## src/rtl/os_pkg.sv

```systemverilog
package os_pkg;
  localparam int unsigned SYNC_STAGES = 2;

  typedef struct packed {
    logic rise;
    logic fall;
    logic clr;
  } os_ctl_t;
endpackage

```

## src/rtl/os_sync.sv

```systemverilog
module os_sync #(
  parameter int unsigned W      = 3,
  parameter int unsigned STAGES = 2
) (
  input  logic         clk,
  input  logic         rst,
  input  logic [W-1:0] d_i,
  output logic [W-1:0] q_o
);
  logic [W-1:0] stg [STAGES];

  always_ff @(posedge clk) begin
    if (rst) stg[0] <= '0;
    else     stg[0] <= d_i;
  end

  genvar gi;
  generate
    for (gi = 1; gi < STAGES; gi++) begin : g_stage
      always_ff @(posedge clk) begin
        if (rst) stg[gi] <= '0;
        else     stg[gi] <= stg[gi-1];
      end
    end
  endgenerate

  assign q_o = stg[STAGES-1];
endmodule

```

## src/rtl/os_trig_qual.sv

```systemverilog
module os_trig_qual
  import os_pkg::*;
(
  input  logic    clk,
  input  logic    rst,
  input  os_ctl_t cur_i,
  output logic    trig_o,
  output logic    clr_ok_o
);
  os_ctl_t prev;

  always_ff @(posedge clk) begin
    if (rst) prev <= '0;
    else     prev <= cur_i;
  end

  logic rise_edge, fall_edge, clr_stable;
  assign rise_edge  = cur_i.rise & ~prev.rise & cur_i.fall;
  assign fall_edge  = ~cur_i.fall & prev.fall & ~cur_i.rise;
  assign clr_stable = cur_i.clr & prev.clr;
  assign trig_o     = clr_stable & (rise_edge | fall_edge);
  assign clr_ok_o   = cur_i.clr;

  assert_clear_edge_R9: assert property (@(posedge clk) disable iff (rst)
    trig_o |-> $past(cur_i.clr));
  assert_gate_R4: assert property (@(posedge clk) disable iff (rst)
    (cur_i.rise && !prev.rise && !cur_i.fall && cur_i.rise) |-> !trig_o);
endmodule

```

## src/rtl/os_timer.sv

```systemverilog
module os_timer #(
  parameter int unsigned PERIOD_W = 16
) (
  input  logic                clk,
  input  logic                rst,
  input  logic                clr_ok_i,
  input  logic                trig_i,
  input  logic [PERIOD_W-1:0] period_i,
  output logic                q_o,
  output logic                qn_o
);
  localparam logic [PERIOD_W-1:0] ONE = PERIOD_W'(1);

  logic [PERIOD_W-1:0] cnt, load_val;
  assign load_val = (period_i == '0) ? '0 : period_i - ONE;

  always_ff @(posedge clk) begin
    if (rst || !clr_ok_i) begin
      q_o  <= 1'b0;
      qn_o <= 1'b1;
      cnt  <= '0;
    end else if (trig_i) begin
      q_o  <= 1'b1;
      qn_o <= 1'b0;
      cnt  <= load_val;
    end else if (q_o && cnt == '0) begin
      q_o  <= 1'b0;
      qn_o <= 1'b1;
    end else if (q_o) begin
      cnt  <= cnt - ONE;
    end
  end

  assert_compl_R10: assert property (@(posedge clk) disable iff (rst)
    qn_o == ~q_o);
  assert_clear_low_R7: assert property (@(posedge clk) disable iff (rst)
    !clr_ok_i |=> !q_o);
  assert_trig_sets_R2: assert property (@(posedge clk) disable iff (rst)
    (trig_i && clr_ok_i) |=> q_o);
  assert_rise_cause_R2: assert property (@(posedge clk) disable iff (rst)
    $rose(q_o) |-> $past(trig_i));
  assert_hold_R5: assert property (@(posedge clk) disable iff (rst)
    (q_o && cnt != '0 && clr_ok_i) |=> q_o);
  assert_end_R5: assert property (@(posedge clk) disable iff (rst)
    (q_o && cnt == '0 && !trig_i) |=> !q_o);
endmodule

```

## src/rtl/dual_oneshot.sv

```systemverilog
module dual_oneshot
  import os_pkg::*;
#(
  parameter int unsigned NCH      = 2,
  parameter int unsigned PERIOD_W = 16
) (
  input  logic                    clk,
  input  logic                    rst,
  input  logic [NCH-1:0]          trig_rise_i,
  input  logic [NCH-1:0]          trig_fall_i,
  input  logic [NCH-1:0]          clear_n_i,
  input  logic [NCH*PERIOD_W-1:0] period_i,
  output logic [NCH-1:0]          q_o,
  output logic [NCH-1:0]          q_n_o
);
  localparam int unsigned CTL_W = $bits(os_ctl_t);

  genvar ch;
  generate
    for (ch = 0; ch < NCH; ch++) begin : g_ch
      os_ctl_t raw, synced;
      logic    trig, clr_ok;

      assign raw = '{rise: trig_rise_i[ch], fall: trig_fall_i[ch], clr: clear_n_i[ch]};

      os_sync #(.W(CTL_W), .STAGES(SYNC_STAGES)) u_sync (
        .clk (clk),
        .rst (rst),
        .d_i (raw),
        .q_o (synced)
      );

      os_trig_qual u_qual (
        .clk      (clk),
        .rst      (rst),
        .cur_i    (synced),
        .trig_o   (trig),
        .clr_ok_o (clr_ok)
      );

      os_timer #(.PERIOD_W(PERIOD_W)) u_timer (
        .clk      (clk),
        .rst      (rst),
        .clr_ok_i (clr_ok),
        .trig_i   (trig),
        .period_i (period_i[ch*PERIOD_W +: PERIOD_W]),
        .q_o      (q_o[ch]),
        .qn_o     (q_n_o[ch])
      );
    end
  endgenerate
endmodule

```

## config.mk

```make
export PLATFORM = sky130hd
export DESIGN_NAME = dual_oneshot
export DESIGN_NICKNAME = d
export VERILOG_FILES = /design/src/rtl/os_pkg.sv /design/src/rtl/os_sync.sv /design/src/rtl/os_trig_qual.sv /design/src/rtl/os_timer.sv /design/src/rtl/dual_oneshot.sv
export SDC_FILE = /design/constraint.sdc
export NUM_CORES = 1
export LEC_CHECK = 0
export ABC_CLOCK_PERIOD_IN_PS = 3100
export CAP_MARGIN = 15
export CORE_MARGIN = 5
export CORE_UTILIZATION = 59
export DETAILED_ROUTE_END_ITERATION = 7
export PLACE_DENSITY = 0.89
export SYNTH_ARGS = -nofsm -noshare
export SYNTH_HDL_FRONTEND = slang
export SYNTH_HIERARCHICAL = 1
export SYNTH_SLANG_ARGS = --single-unit
```

## constraint.sdc

```tcl
create_clock -name clk -period 3.1 [get_ports clk]
set_input_delay 0.775 -clock clk [delete_from_list [all_inputs] [get_ports clk]]
set_output_delay 0.775 -clock clk [all_outputs]
set_load 0.03 [all_outputs]
```

==> impl_metrics.toml <==
[drt]
firstDrtPassIters = 5
drt-initial-drc-count = 400
drc = 0
ant_nets = 0
wl_per_cell_microns = 16.8
wirelength_microns = 8340
vias_per_cell = 6.33
vias = 3146

[yosys]
synth_edf_count = 0
synth-seq-area-share = 0.339
syn-num-nets = 423
ys_top_cells_by_count = "dfxtp_1 (54), nand2_1 (30), nor2_1 (27)"
synth_cell_types = 63
syn_area_per_cell_sq_um = 8.45
ys_top_cells_by_area = "dfxtp_1 (34%), xnor2_1 (5.5%), nor2b_1 (4.1%)"
synth_seq_cells = 54
yosysMostFrequentCell = "dfxtp_1"
synth_area_sq_um = 3180
synth_ff_type = "dfxtp_1"
synth_top_area_cell = "dfxtp_1"
yosys_warnings = 6
synth_top_area_share = 0.339
synthArstFlopShare = 0
postSynthCellCount = 377

[worst_setup_path]
worstSetupEndpointType = "register"
crit_arrival_ns = 2.93
cp-startpoint = "period_i[16]"
slowest_delay_ns = 0.47
worstPathCellList = "clkdlybuf4s50_1, inv_1, ha_1, or2b_2, or2_1, or4_1, a31oi_1, o21a_1"
reg2reg_to = "g_ch[1].u_timer/cnt[9]"
path_depth = 8
worstSetupPathType = "in2reg"
crit_fanout = 4
worstSetupEndpoint = "g_ch[1].u_timer/cnt[14]"
reg2reg_depth = 8
rr_startpoint = "g_ch[1].u_timer/cnt[0]"
ff2ff_setup_slack_ns = 0.59
path_delay_family = "simple AND/OR/NAND/NOR gates"
worstSetupStartpointType = "input port"
cp_slowest_cell = "clkdlybuf4s50_1"
cp.buffers_inverters = 2
critical_path_required_ns = 3.35

[clock_network]
cts_sinks = 54
numCtsBuffers = 5
cts_root_buffer = "clkbuf_8"
clk_pin_slew_ns = 0.09
cts_tree = "done"
clockBufferDepth = 2
clk_latency_ns = 0.31
h-tree-depth = 2
ctsHoldBuffers = 0
post-cts-setup-buffer-count = 0
post_cts_resized = 0

[pwr]
p_leak_nw = 1.43
power_density_nw_per_um2 = 349
finalPower_mw = 1.33
ir_drop_mv = 0.402

[floorplan]
ios = 44
placementRows = 26
start_util = 0.616
die_h_microns = 83.5
dieArea_sq_um = 6970
core_area_sq_um = 5170
die_w_microns = 83.5

[placed_design]
place_area_sq_um = 3700
hpwlAfterDp_microns = 6390
io_buffers = 43
place.gp.congestion = 0.914

[finish]
layout-drive-gt1-share = 0.0773
synthToLayoutAreaGrowth_pct = 20.0
diodes = 0
design_area_sq_um = 3820
nets = 472

[sta]
maxSlewHeadroom = 0.629
maxSlewViolCount = 0
worstMarginPinSlew_ns = 0.551
fin_crit_ns = 2.67
skew_ns = 0.00610
max_freq_mhz = 374
fin_tns_setup_ns = 0
post-route-period-util = 0.863
rsz0062_at_grt = "false"
final-hold-violation-count = 0
setup_viol = 0

[worst_hold_path]
hp-class = "reg2reg"
whs_path_depth = 1
hold_start = "g_ch[1].u_sync/stg[0][2]"

[global_route]
grt_use_total = 0.238
grt_overflow = 0
grt_pass1_wl_microns = 13900
antenna_found_initial = 0
grt_max_degree = 21
grt_pass1_vias = 3057

[outcome]
outcome = "finished clean"

[flow_run]
maxCapViolCount = 0
## metal layers
metal / share of wire / vias up / global-route usage
li1: - / 1501 / -
met1: 0.43 / 1467 / 0.318
met2: 0.48 / 159 / 0.391
met3: 0.070 / 19 / 0.0434
met4: 0.015 / 0 / 0.0702
met5: 0 / - / 0
## cell families (layout without fill, tap and decap cells)
group,count (synthesis),count (layout),synth area share
buffers and inverters,25,75,0.0397
AOI/OAI and AO/OA,83,83,0.182
and+or+nand+nor,175,175,0.321
adders and majority gates,6,6,0.0236
DFF,54,54,0.339
xor gates and xnor gates,32,32,0.0880
muxes,2,2,0.00629
## through the flow
step	setup slack [ns]	instances	hold slack (ns)	utilization
after floorplan	0.812	377	0.414	-
after global placement	0.266	489	0.415	0.715
after detailed placement	0.138	489	0.429	0.715
after CTS	0.449	497	0.453	0.739
after global routing	0.326	497	0.464	0.739
final	0.425	497	0.446	0.739
## worst register-to-register path, cell delays in order (launching register included)
cell      delay (ns)
dfxtp_1         0.35
inv_1           0.13
ha_1            0.19
or4b_1          0.51
o41ai_2         0.37
buf_4           0.24
nand2_1         0.21
nand2_2         0.24
o221ai_1        0.15
## sequential cells by signal, summed over array words and instances, names as in the netlist
| signal | flops |
|---|---|
| g_ch.u_timer/cnt | 32 |
| g_ch.u_sync/stg | 12 |
| g_ch.u_qual/prev | 6 |
| g_ch.u_timer/q_o | 2 |
| g_ch.u_timer/qn_o | 2 |
## layout by cell type (no fill, tap or decap), drive strengths merged, types with 3 or more instances in the layout
master,count
dfxtp,54
clkdlybuf4s50,43
nand2,31
nor2,27
nor2b,21
o21ai,21
xnor2,20
inv,16
nor3,16
nand3,15
xor2,12
a21oi,12
o22ai,11
or3,10
or4,10
nor4,10
o211ai,9
buf,9
nand4,8
clkbuf,6
ha,6
and2,5
o311ai,5
nand3b,4
nor3b,4
nand2b,4
o221ai,3
## worst min path at each step
stage | endpoint | slack (ns)
after floorplan | g_ch[0].u_sync/stg[1][0] | 0.41
after global placement | g_ch[1].u_sync/stg[1][0] | 0.41
after detailed placement | g_ch[0].u_sync/stg[1][1] | 0.43
after CTS | g_ch[1].u_sync/stg[1][2] | 0.45
after global routing | g_ch[1].u_sync/stg[1][2] | 0.46
final | g_ch[1].u_sync/stg[1][2] | 0.45
## cell type report
cell class,count,area (sq um)
Fill cell,380,1350
Clock buffer,6,82.6
Clock inverter,2,38.8
Multi-Input combinational cell,298,1980
Sequential cell,54,1080
Tap cell,70,87.6
Timing Repair Buffer,52,498
Inverter,15,56.3
## power by group
group | switching [mW] | leakage (nW) | internal, mW | total, mW
clock network | 0.232 | 0.0618 | 0.266 | 0.498
logic | 0.0562 | 0.931 | 0.0727 | 0.129
registers | 0.00330 | 0.438 | 0.702 | 0.706
total | 0.292 | 1.43 | 1.04 | 1.33
Note: power is estimated with default switching activity, not from simulation.
